==> src/rtl/tcc_pkg.sv <==
package tcc_pkg;
  typedef enum logic [1:0] {
    TM_OFF  = 2'd0,
    TM_TICK = 2'd1,
    TM_EDGE = 2'd2,
    TM_RSVD = 2'd3
  } tcc_mode_e;

  typedef enum logic [1:0] {
    CMP_LE   = 2'd0,
    CMP_GE   = 2'd1,
    CMP_WIN  = 2'd2,
    CMP_NONE = 2'd3
  } tcc_cmp_e;
endpackage

==> src/rtl/tcc_tick_gen.sv <==
// Divided tick: restarts at zero whenever run is low.
module tcc_tick_gen #(
  parameter int DIV_SEL_W = 2
) (
  input  logic                 clk,
  input  logic                 rst_n,
  input  logic                 run,
  input  logic [DIV_SEL_W-1:0] div_sel,
  output logic                 tick
);
  localparam int PC_W = (1 << DIV_SEL_W) - 1;

  logic [PC_W-1:0] pc;
  logic [PC_W-1:0] mask;

  always_comb begin
    for (int i = 0; i < PC_W; i++) begin
      mask[i] = (i < int'(div_sel));
    end
  end

  always_ff @(posedge clk) begin
    if (!rst_n || !run) pc <= '0;
    else                pc <= pc + 1'b1;
  end

  assign tick = run && ((pc & mask) == mask);
endmodule

==> src/rtl/tcc_trig_front.sv <==
// Sampling chain, channel pick, polarity, rising-edge detect and gate level.
module tcc_trig_front #(
  parameter int N_CHAN      = 8,
  parameter int SYNC_STAGES = 2
) (
  input  logic                      clk,
  input  logic                      rst_n,
  input  logic [N_CHAN-1:0]         trig_bus,
  input  logic [$clog2(N_CHAN)-1:0] chan_sel,
  input  logic                      trig_pol,
  input  logic                      gate_en,
  output logic                      rise,
  output logic                      count_en
);
  logic [N_CHAN-1:0] stage [SYNC_STAGES];
  logic              lvl;
  logic              lvl_prev;

  for (genvar g = 0; g < SYNC_STAGES; g++) begin : g_sync
    if (g == 0) begin : g_first
      always_ff @(posedge clk) begin
        if (!rst_n) stage[g] <= '0;
        else        stage[g] <= trig_bus;
      end
    end else begin : g_next
      always_ff @(posedge clk) begin
        if (!rst_n) stage[g] <= '0;
        else        stage[g] <= stage[g-1];
      end
    end
  end

  assign lvl = stage[SYNC_STAGES-1][chan_sel] ^ trig_pol;

  always_ff @(posedge clk) begin
    if (!rst_n) lvl_prev <= 1'b0;
    else        lvl_prev <= lvl;
  end

  assign rise     = lvl && !lvl_prev;
  assign count_en = !gate_en || lvl;
endmodule

==> src/rtl/tcc_match_eval.sv <==
// Threshold comparator with the window form split across the threshold bytes.
module tcc_match_eval
  import tcc_pkg::*;
#(
  parameter int CNT_W = 16
) (
  input  logic [CNT_W-1:0] count,
  input  logic [CNT_W-1:0] top,
  input  logic [1:0]       cmp_type,
  output logic             hit
);
  localparam int HALF = CNT_W / 2;

  logic [CNT_W-1:0] win_lo;
  logic [CNT_W-1:0] win_hi;

  assign win_lo = {{(CNT_W-HALF){1'b0}}, top[HALF-1:0]};
  assign win_hi = {{HALF{1'b0}}, top[CNT_W-1:HALF]};

  always_comb begin
    unique case (tcc_cmp_e'(cmp_type))
      CMP_LE:  hit = (count <= top);
      CMP_GE:  hit = (count >= top);
      CMP_WIN: hit = (count >= win_lo) && (count <= win_hi);
      default: hit = 1'b0;
    endcase
  end
endmodule

==> src/rtl/tcc_unit.sv <==
module tcc_unit
  import tcc_pkg::*;
#(
  parameter int CNT_W       = 16,
  parameter int N_CHAN      = 8,
  parameter int DIV_SEL_W   = 2,
  parameter int SYNC_STAGES = 2,
  localparam int SEL_W      = $clog2(N_CHAN)
) (
  input  logic                 clk,
  input  logic                 rst_n,
  input  logic [CNT_W-1:0]     count,
  input  logic [CNT_W-1:0]     top,
  input  logic [N_CHAN-1:0]    trig_bus,
  input  logic [1:0]           mode,
  input  logic [DIV_SEL_W-1:0] div_sel,
  input  logic [1:0]           cmp_type,
  input  logic                 trig_pol,
  input  logic [SEL_W-1:0]     chan_sel,
  input  logic                 gate_en,
  output logic                 match_o,
  output logic                 clear_o,
  output logic                 count_en_o
);
  logic tick;
  logic rise;
  logic hit;
  logic event_now;
  logic strobe_q;

  tcc_tick_gen #(.DIV_SEL_W(DIV_SEL_W)) u_tick (
    .clk     (clk),
    .rst_n   (rst_n),
    .run     (tcc_mode_e'(mode) == TM_TICK),
    .div_sel (div_sel),
    .tick    (tick)
  );

  tcc_trig_front #(.N_CHAN(N_CHAN), .SYNC_STAGES(SYNC_STAGES)) u_front (
    .clk      (clk),
    .rst_n    (rst_n),
    .trig_bus (trig_bus),
    .chan_sel (chan_sel),
    .trig_pol (trig_pol),
    .gate_en  (gate_en),
    .rise     (rise),
    .count_en (count_en_o)
  );

  tcc_match_eval #(.CNT_W(CNT_W)) u_eval (
    .count    (count),
    .top      (top),
    .cmp_type (cmp_type),
    .hit      (hit)
  );

  always_comb begin
    unique case (tcc_mode_e'(mode))
      TM_TICK: event_now = tick;
      TM_EDGE: event_now = rise;
      default: event_now = 1'b0;
    endcase
  end

  always_ff @(posedge clk) begin
    if (!rst_n) strobe_q <= 1'b0;
    else        strobe_q <= event_now && hit;
  end

  assign match_o = strobe_q;
  assign clear_o = strobe_q;
endmodule

==> config.mk <==
export PLATFORM = sky130hd
export DESIGN_NAME = tcc_unit
export DESIGN_NICKNAME = d
export VERILOG_FILES = /design/src/rtl/tcc_pkg.sv /design/src/rtl/tcc_tick_gen.sv /design/src/rtl/tcc_trig_front.sv /design/src/rtl/tcc_match_eval.sv /design/src/rtl/tcc_unit.sv
export SDC_FILE = /design/constraint.sdc
export NUM_CORES = 1
export LEC_CHECK = 0
export BUFFER_PORTS_ARGS = -buffer_cell sky130_fd_sc_hd__buf_2
export CORE_MARGIN = 2
export CORE_UTILIZATION = 50
export DETAILED_ROUTE_END_ITERATION = 12
export PLACE_DENSITY = 0.93
export SETUP_SLACK_MARGIN = 0.2
export SYNTH_ARGS = -nofsm -noshare
export SYNTH_HDL_FRONTEND = slang
export SYNTH_SLANG_ARGS = --single-unit
==> constraint.sdc <==
create_clock -name clk -period 4.25 [get_ports clk]
set_input_delay 0.85 -clock clk [delete_from_list [all_inputs] [get_ports clk]]
set_output_delay 0.85 -clock clk [all_outputs]
set_load 0.05 [all_outputs]
==> metrics.md <==
| Metric | Value |
|---|---|
| 1st-pass router iterations | 4 |
| Critical Path AT | 2.17 ns |
| Sequential Power Share | 51.2% |
| Post-synthesis net count | 233 |
| Min-Delay Path Class | register to register |
| Multiplexer share of the synthesized area | 4.01% |
| Clock transition at path regs | 0.12 ns |
| Final Hold Vio Count | 0 |
| Final Wtd Congestion | 0.871 |
| Final Critical Period | 3.02 ns |
| Most used cell along the critical path | buf_2 |
| Post-Synth XOR/XNOR Area | 1.91% |
| Final core utilization | 63.3% |
| Most frequent cells in the layout | 55 x buf_2, 27 x ha_1, 22 x inv_1 |
| 1st-iter DRT viols | 23 |
| Worst Setup End Kind | output pin |
| Clock network power share | 22.6% |
| PD cells | 238 nW/um^2 |
| Initial Util | 51.1% |
| First-pass GRT wire length | 4930 um |
| Hold depth | 1 |
| Slowest cell delay on critical path | 0.50 ns |
| CTS tree | done |
| Final period utilization | 71.0% |
| Number of buffers inserted by hold repair at cts | 0 |
| Synth Area in Simple Gates | 19.1% |
| Mapped Avg Cell Area | 8.98 um^2 |
| Yosys cell types | 31 |
| Height of the die | 56.4 um |
| Synth Area in Compound Gates | 12.7% |
| Setup TNS Final | 0 ns |
| Post-synthesis sequential area ratio | 30.6% |
| Number of synthesized flops with an enable pin | 0 |
| RSZ-0062 raised after global routing | false |
| Peak Freq | 331 MHz |
| Synth Warn # | 0 |
| Largest net degree at the start of global routing | 21 |
| Worst-path maximum fanout | 3 |
| HP Start | u_front.stage[0][2] |
| Yosys reg bits | 21 |
| Outcome | completed |
| Worst setup path start | chan_sel[1] |
| Worst hold slack | 0.436 ns |
| Commonest non-fill, non-tap cell in the layout | buf_2 |
| Core Rows | 19 |
| Post-CTS Setup Inserts | 0 |
| Largest family of logic cells by synthesized area | adder cells |
| WP data required | 3.40 ns |
| Switching power | 113 uW |
| Total track usage | 19.7% |
| Post-layout nets | 290 |
| RR Startpoint | u_front.stage[1][1] |
| Max_cap viols | 0 |
| Root buffer cell | clkbuf_4 |
| Drt total wl | 2850 um |
| WS Path Type | input pin to output pin |
| Core box area | 2690 um^2 |
| Worst R2R Path Depth | 6 |
| Vias/cell | 5.04 |
| WL per Instance | 11.9 um |
| Switching Fraction | 27.8% |
| Final number of max-transition violations | 0 |
| Worst-skew pair later-pin latency | 0.30 ns |
| # clock sinks | 21 |
| GRT Residual Overflow | 0 |
| Max rail drop VDD | 0.000273 V |
| Syn Std Cell Area | 1370 um^2 |
| Async SR Flop Fraction | 0% |
| Clock Path Buffers | 2 |
| Internal Power | 293 uW |
| Initial antenna violation count | 0 |
| CTS buffer count | 3 |
| Top_reg_cell synth | dfxtp_1 |
| # DRC | 0 |
| Die width | 56.4 um |
| Share of cells above drive strength 1 | 30.1% |
| Io pins | 56 |
| Post-Synth Adder-Cell Area | 24.6% |
| # H-tree levels | 1 |
| Gate power share | 26.2% |
| Slew @ Worst Pin | 0.334 ns |
| DRT antenna net count | 0 |
| Vias in the first global route | 1232 |
| P_leak | 0.900 nW |
| Fin Clk Skew | 0.0108 ns |
| Port Buf Inserts | 55 |
| Final Setup Violations | 0 |
| Final HPWL from detailed placement | 2530 um |
| Area Overhead vs Synth | 23.8% |
| Type of origin of the critical path | input pin |
| Cells after Synth | 153 |
| Die area | 3180 um^2 |
| Vias | 1210 |
| Worst path cell trace | buf_2 > mux4_2 > mux2i_1 > xor2_1 > nand2_1 > buf_2 |
| CP max-delay cell | mux4_2 |
| Rel. slew slack | 77.5% |
| Diode count | 0 |
| Number of gates resized after CTS | 0 |
[cell usage after synthesis (all sizes together) (2+ instances only)]
cell type / n / share of area (%)
clkbuf: 2 / 0.55
nor2: 4 / 1.1
nand2: 13 / 3.6
mux4: 2 / 3.3
nor2b: 3 / 1.4
dfxtp: 21 / 31
nor3: 3 / 1.1
a21oi: 11 / 4.0
o21ai: 5 / 1.8
ha: 27 / 25
or4: 2 / 1.1
and2: 16 / 7.3
nand4: 4 / 1.8
a21o: 2 / 1.1
inv: 22 / 6.0
xor2: 2 / 1.3
[power by group through the flow]
stage	clock, mW	sequential (mW)	combinational, mW
2_1_floorplan	0	0.212	0.0647
3_3_place_gp	0	0.212	0.101
3_5_place_dp	0	0.212	0.106
4_1_cts	0.0939	0.208	0.107
5_1_grt	0.103	0.209	0.122
6_report	0.0915	0.208	0.106
[logic make-up after synthesis]
kind of cell / after synthesis
AOI/OAI and AO/OA: 25
xor gates and xnor gates: 3
adders and majority gates: 27
buffers and inverters: 25
DFF: 21
muxes: 3
and+or+nand+nor: 49
[metrics by stage]
stage	cells	worst slack, ns	cell area (um^2)	power [mW]
floorplan	153	1.38	1370	0.276
global placement	236	1.28	1670	0.313
detailed placement	236	1.22	1670	0.319
CTS	240	1.22	1700	0.409
global route	240	1.09	1700	0.433
finish	240	1.23	1700	0.405
[per-layer routing]
metal | wire [um] | up-vias | GRT usage (%)
met5 | 0 | - | 0
met4 | 11 | 0 | 2.04
met3 | 171 | 2 | 5.07
met2 | 1480 | 40 | 36.0
met1 | 1190 | 532 | 23.8
li1 | - | 636 | -
[state kept, by name, summed over array words and instances, names as in the netlist]
register / count
u_front.stage: 16
u_tick.pc: 3
clear_o: 1
u_front.lvl_prev: 1
[worst max-delay path: cells and delay by family]
| family | cells | cell delay [ns] |
|---|---|---|
| buf+inv | 2 | 0.32 |
| simple gates | 1 | 0.08 |
| xor+xnor | 1 | 0.23 |
| mux | 2 | 0.67 |
[path summary, 6_finish.rpt]
kind | end | slack (ns)
hold reg to reg | u_front.stage[1][2] | 0.44
setup reg to reg | clear_o | 2.60
hold / removal | u_front.stage[1][2] | 0.44
setup / recovery | count_en_o | 1.23
[area by class of cell]
type                       count  area (um^2)
inverter                      22         82.6
sequential                    21          420
timing repair buffer          55          275
clock buffer                   3         22.5
tap                           31         38.8
multi-input combinational    107          856
clock inverter                 1         5.00
fill                         255          986
(Power assumes the default switching activity.)
